File: config.mk
export PLATFORM = sky130hd
export DESIGN_NAME = msgbuf_pair
export DESIGN_NICKNAME = d
export VERILOG_FILES = /design/src/rtl/msgbuf_pair.sv
export SDC_FILE = /design/constraint.sdc
export NUM_CORES = 1
export LEC_CHECK = 0
export ABC_AREA = 1
export BUFFER_PORTS_ARGS = -buffer_cell sky130_fd_sc_hd__buf_4
export CORE_ASPECT_RATIO = 0.75
export CORE_MARGIN = 2
export CORE_UTILIZATION = 50
export CTS_BUF_LIST = sky130_fd_sc_hd__clkbuf_2
export DETAILED_ROUTE_END_ITERATION = 16
export MAX_ROUTING_LAYER = met4
export PLACE_DENSITY = 0.65
export SLEW_MARGIN = 20
export SYNTH_ARGS = -nofsm -noshare
export SYNTH_HDL_FRONTEND = slang
export SYNTH_SLANG_ARGS = --single-unit
File: constraint.sdc
create_clock -name clk -period 2.4 [get_ports clk]
set_input_delay 0.48 -clock clk [delete_from_list [all_inputs] [get_ports clk]]
set_output_delay 0.48 -clock clk [all_outputs]
set_load 0.02 [all_outputs]
File: src/rtl/msgbuf_pair.sv
module msgbuf_pair #(
  parameter int DATA_W = 8,
  parameter int DEPTH  = 64
) (
  input  logic              clk,
  input  logic              rst_n,
  input  logic [1:0]        host_addr,
  input  logic              host_wr,
  input  logic              host_rd,
  input  logic [DATA_W-1:0] host_wdata,
  output logic [DATA_W-1:0] host_rdata,
  input  logic [DATA_W-1:0] ctrl_rdata,
  input  logic [DATA_W-1:0] mask_rdata,
  output logic              ctrl_wr_sel,
  output logic              mask_wr_sel,
  input  logic              host_clr_h2c_wr,
  input  logic              host_clr_c2h_rd,
  input  logic              mc_wr,
  input  logic [DATA_W-1:0] mc_wdata,
  input  logic              mc_rd,
  output logic [DATA_W-1:0] mc_rdata,
  input  logic              mc_clr_c2h_wr,
  input  logic              mc_clr_h2c_rd
);
  localparam int PTR_W = $clog2(DEPTH);
  localparam int CNT_W = PTR_W + 1;
  localparam logic [CNT_W-1:0] FULL = CNT_W'(DEPTH);

  logic [DATA_W-1:0] h2c_mem [DEPTH];
  logic [DATA_W-1:0] c2h_mem [DEPTH];
  logic [CNT_W-1:0]  h2c_wcnt, h2c_rcnt, c2h_wcnt, c2h_rcnt;

  wire buf_sel   = host_addr == 2'd1;
  wire h2c_avail = h2c_rcnt < h2c_wcnt;
  wire c2h_avail = c2h_rcnt < c2h_wcnt;
  wire h2c_push  = host_wr && buf_sel && (h2c_wcnt < FULL) && !host_clr_h2c_wr;
  wire c2h_push  = mc_wr && (c2h_wcnt < FULL) && !mc_clr_c2h_wr;
  wire h2c_pop   = mc_rd && h2c_avail && !mc_clr_h2c_rd;
  wire c2h_pop   = host_rd && buf_sel && c2h_avail && !host_clr_c2h_rd;

  assign ctrl_wr_sel = host_wr && (host_addr == 2'd0);
  assign mask_wr_sel = host_wr && (host_addr == 2'd2);

  always_ff @(posedge clk) begin
    if (h2c_push) h2c_mem[h2c_wcnt[PTR_W-1:0]] <= host_wdata;
    if (c2h_push) c2h_mem[c2h_wcnt[PTR_W-1:0]] <= mc_wdata;
  end

  always_ff @(posedge clk or negedge rst_n) begin
    if (!rst_n) begin
      h2c_wcnt <= '0;
      h2c_rcnt <= '0;
      c2h_wcnt <= '0;
      c2h_rcnt <= '0;
    end else begin
      if (host_clr_h2c_wr)   h2c_wcnt <= '0;
      else if (h2c_push)     h2c_wcnt <= h2c_wcnt + 1'b1;
      if (mc_clr_h2c_rd)     h2c_rcnt <= '0;
      else if (h2c_pop)      h2c_rcnt <= h2c_rcnt + 1'b1;
      if (mc_clr_c2h_wr)     c2h_wcnt <= '0;
      else if (c2h_push)     c2h_wcnt <= c2h_wcnt + 1'b1;
      if (host_clr_c2h_rd)   c2h_rcnt <= '0;
      else if (c2h_pop)      c2h_rcnt <= c2h_rcnt + 1'b1;
    end
  end

  always_ff @(posedge clk or negedge rst_n) begin
    if (!rst_n) begin
      host_rdata <= '0;
    end else if (host_rd) begin
      unique case (host_addr)
        2'd0:    host_rdata <= ctrl_rdata;
        2'd1:    host_rdata <= c2h_pop ? c2h_mem[c2h_rcnt[PTR_W-1:0]] : '0;
        2'd2:    host_rdata <= mask_rdata;
        default: host_rdata <= '0;
      endcase
    end
  end

  always_ff @(posedge clk or negedge rst_n) begin
    if (!rst_n)     mc_rdata <= '0;
    else if (mc_rd) mc_rdata <= h2c_pop ? h2c_mem[h2c_rcnt[PTR_W-1:0]] : '0;
  end

  a_r4_no_overflow: assert property (@(posedge clk) disable iff (!rst_n)
    (h2c_wcnt == FULL && !host_clr_h2c_wr) |=> $stable(h2c_wcnt));
  a_r4_c2h_no_overflow: assert property (@(posedge clk) disable iff (!rst_n)
    (c2h_wcnt == FULL && !mc_clr_c2h_wr) |=> $stable(c2h_wcnt));
  a_r5_empty_hold: assert property (@(posedge clk) disable iff (!rst_n)
    (mc_rd && h2c_rcnt >= h2c_wcnt && !mc_clr_h2c_rd) |=> (mc_rdata == '0 && $stable(h2c_rcnt)));
  a_r8_clear_wins: assert property (@(posedge clk) disable iff (!rst_n)
    (host_rd && buf_sel && host_clr_c2h_rd) |=> (host_rdata == '0 && c2h_rcnt == '0));
  a_r1_unused_zero: assert property (@(posedge clk) disable iff (!rst_n)
    (host_rd && host_addr == 2'd3) |=> host_rdata == '0);
  a_r10_hold: assert property (@(posedge clk) disable iff (!rst_n)
    !host_rd |=> $stable(host_rdata));
endmodule

After elaboration in Yosys (flattened, before gate mapping). Memory sizes are Yosys's and may differ from the RTL's. Index checks and enable logic that the tools add are counted.

Reductions and logical operators: 21. Magnitude comparators: 4. $add $sub $neg: 4. Muxes and demuxes: 15. Equal/unequal tests: 2.

Operators by type and width (count): 7-bit two-way mux (8); 7-bit by 1-bit adder with 7-bit output, second input constant (4); 8-bit case mux with 3 select lines (1); 8-bit two-way mux (2); 7-bit less-than comparator (2); 7-bit less-than comparator, second input constant (2); 1-bit logical AND (12); 2-bit nonzero test (4); 1-bit logical NOT (4); 1-bit two-way mux (4); 2-bit by 1-bit == test with 1-bit output, second input constant (1); 2-bit == test, second input constant (1); 2-bit logical NOT (1).

Logic and storage cells: 54. Input port bits: 44. RAM bits: 1024. Register bits: 44. Output and inout bits: 18. Memories: 2.

Memory list: c2h_mem (depth 64, width 8, read ports 1, clocked after Yosys merged registers in 0, wr ports 1, line 30) `logic [DATA_W-1:0] c2h_mem [DEPTH];`; h2c_mem (depth 64, width 8, read ports 1, clocked after Yosys merged registers in 0, wr ports 1, line 29) `logic [DATA_W-1:0] h2c_mem [DEPTH];`.

Longest topological paths before layout.
Depth after elaboration: 6. Gate-level depth with buffers: 16. Mapped depth without buffers: 14.

Worst setup path after synthesis. OpenSTA, ideal clock, no wires.

Kind: input -> register. From: in host_addr[0]. To: mem h2c_mem[15][0] (enable). Buffers on the path: 0. Slack: 240 ps. Cell stages on the path: 8. Arrival: 1790 ps. Library setup time: 370 ps. Data required time: 2030 ps. Cell sequence: inv_2 nor2_2 inv_2 nor3_4 inv_2 nor2_8 nand2_1 nor2_1.

Word-level cells in the longest chain between the ends: 6.

Ends and longest elaborated chain: from (decl) (line 7) `input logic [1:0] host_addr,`; 2-bit by 1-bit == test with 1-bit output (line 33) `wire buf_sel = host_addr == 2'd1;`; 1-bit logical AND (3 in series) (line 36) `wire h2c_push = host_wr && buf_sel && (h2c_wcnt < FULL) && !host_clr_h2c_wr;`; 1-bit two-way mux (line 45) `if (h2c_push) h2c_mem[h2c_wcnt[PTR_W-1:0]] <= host_wdata;`; 1-bit two-way mux (not written as such) (line 45); to (decl) (line 29).

Every way passes these cells.

Worst setup path in the final report.
From: reg host_rdata[5]. To: out host_rdata[5].

RTL lines: from (decl) (line 11) `output logic [DATA_W-1:0] host_rdata,`; from (signal assigned) (line 72) `2'd0: host_rdata <= ctrl_rdata;`; from (signal assigned) (line 73) `2'd1: host_rdata <= c2h_pop ? c2h_mem[c2h_rcnt[PTR_W-1:0]] : '0;`; from (signal assigned) (line 74) `2'd2: host_rdata <= mask_rdata;`.

No word-level cell between the ends.

==> impl_metrics.ini <==
[setup_path]
cp.arrival_ns = 2.22
cp-startpoint = host_rdata[5]
crit_chain = buf_6
cp_slowest_cell = dfrtp_2
path_depth = 1
crit_required_ns = 1.92
critical-path-max-stage-delay_ns = 0.50
path_buf_inv = 1
crit_fanout = 2
start_kind = register
ff2ff_path_depth = 13
regToRegStartpoint = c2h_rcnt[0]
crit_type = register to output pin
crit_family = flip-flops
cp-end-kind = output pin

[pwr]
p_leak_uw = 0.0198
ir_drop_uv = 371
power_density_nw_per_um2 = 655

[final_layout]
nFillCells = 7242
final_cell_area_um2 = 51900
layout.nets = 4391
drive_gt1_frac = 0.187
fin_cells = 5695
area_growth_pct = 16.0

[synthesis]
yosys.area.top_type_share = 0.688
synth-seq-cells = 1068
synth.distinct_cells = 44
avgSynthCellArea_um2 = 11.6
synth.cell_area_um2 = 44700
synthArstFlopShare = 0.0412
yosys_warnings = 0
synthTopCellsByArea = edfxtp_1 (69%), nand2_1 (9.2%), nand3_1 (6.8%)
synth.largest_area_cell = edfxtp_1
yosysMostFrequentCell = nand2_1
synth-main-ff-cell = edfxtp_1
syn_inst = 3848
synth_edf_count = 1024
synth_common_cells = nand2_1 (1098), edfxtp_1 (1024), nand3_1 (606), nor2_1 (258), a21oi_1 (153)
syn_nets = 3908
yosysSeqAreaShare = 0.713

[placed_design]
place_area_um2 = 48000
post-place-ws_ns = 0.0286
place_congestion = 0.939
dp_hpwl_um = 75100
port_buffers = 61
place_inst = 5120

[sta]
period_needed_ns = 2.70
grt_setup_unrepaired = true
fin_ws_ns = -0.298
hold_viol_final = 0
max-slew-margin-rel = 0.227
fmax_mhz = 371
finClkSkew_ns = 0.133
fin_tns_setup_ns = -2.98
slew_violations = 0
tightest_slew_ns = 1.16
setup_viol_count_final = 16
fin_crit_sh = 1.12

[routing]
vias_per_cell = 5.56
ant_nets = 0
vias = 31700
routed_wl_um = 125000
drc = 0
first_iter_violations = 4229
drt-pass1-iter-count = 6
routedWlPerCell_um = 21.9

[cts]
clock_latency_ns = 1.58
cts_tree = done
cts.htree.levels = 4
cts.sinks = 1068
cts_buffers = 238
root_buffer = clkbuf_2
clkTransAtPathRegs_ns = 0.11
max-clock-path-buffers = 3

[floorplan]
die_w_um = 349
core-area_um2 = 88100
ios = 62
initial_core_util = 0.507
die_h_um = 263
die_area_um2 = 91800
rows = 94

[global_route]
gr-usage-all-layers = 0.278
overflow = 0
grt_first_pass_wirelength_um = 186000
grt_max_degree = 91
grt_pass1_vias = 29800
antenna_found_initial = 6

[worst_hold_path]
hp-class = input port to register
holdPathStages = 8
worstHoldStart = ctrl_rdata[7]

[outcome]
status = finished with violations
violations = setup timing

[flow_run]
drv_cap = 0
## stage by stage
step | utilization | power [µW] | hold slack [ns]
6_report | 0.589 | 34000 | 0.00294
5_1_grt | 0.589 | 35200 | 0.0295
4_1_cts | 0.585 | 34100 | 0.0436
3_5_place_dp | 0.545 | 22400 | 0.473
3_3_place_gp | 0.545 | 22400 | 0.460
2_1_floorplan | - | 21600 | 0.184
## flip-flops by register name, summed over array words and instances (netlist names)
| register | cells |
|---|---|
| h2c_rcnt | 7 |
| c2h_rcnt | 7 |
| h2c_mem | 512 |
| mc_rdata | 8 |
| host_rdata | 8 |
| c2h_mem | 512 |
| c2h_wcnt | 7 |
| h2c_wcnt | 7 |
## metal layers
metal | part of all wire | vias to the layer above | wire length (µm) | track usage
li1 | - | 14600 | - | -
met1 | 0.44 | 15100 | 55400 | 0.428
met2 | 0.41 | 1803 | 50600 | 0.358
met3 | 0.13 | 174 | 16700 | 0.0803
met4 | 0.015 | 0 | 1880 | 0.0692
met5 | 0 | - | 0 | -
## power breakdown
group          internal, µW  leakage [µW]  switching [µW]
clock network          4380       0.00169            7290
logic                   615       0.00828            1220
registers             20400       0.00979            38.9
## what timing repair did
item                                    4_1_cts  5_1_grt
pin swaps                                     0        1
endpoints found under the setup margin       17      540
endpoints found under the hold margin      2136       15
buffers inserted                              5       11
cloned                                        0        5
resized for setup                            19       29
hold buffers                                109        2
## worst paths after layout
check | endpoint | slack, ns
worst max-delay path | host_rdata[5] | -0.30
worst min-delay path | host_rdata[7] | 0.003
worst max register to register | host_rdata[3] | 0.07
worst min register to register | h2c_rcnt[6] | 0.49
max in group asynchronous | host_rdata[4] | 1.55
min in group asynchronous | h2c_wcnt[0] | 0.54
## cell type report
cell class | count | area (µm²) | share of cell area
Sequential cell | 1068 | 31900 | 0.615
Multi-Input combinational cell | 2407 | 11100 | 0.213
Timing Repair Buffer | 458 | 4600 | 0.0887
Clock buffer | 358 | 1790 | 0.0346
Tap cell | 1152 | 1440 | 0.0278
Inverter | 158 | 622 | 0.0120
Clock inverter | 86 | 455 | 0.00878
Antenna cell | 8 | 20.0 | 0.000386
## kinds of logic after synthesis
logic type / Yosys count / synth area share
AOI/OAI and AO/OA: 342 / 0.0437
xor gates and xnor gates: 3 / 0.000588
adders and majority gates: 16 / 0.00448
buffers and inverters: 373 / 0.0414
DFF: 1068 / 0.713
and+or+nand+nor: 2046 / 0.197
## layout by cell type, fill, tap and decap left out, drive strengths merged, types with 16 or more instances in the layout
cell type and instances:
dlygate4sd3 89, clkinv 83, nand2 1099, nor3 17
ha 16, buf 365, clkbuf 362, nor2 263
o21ai 98, a21oi 153, dfrtp 44, nand3 607
edfxtp 1024, or2 40, inv 155, o211ai 32
a22oi 41
Power figures use the tool's default switching activity.
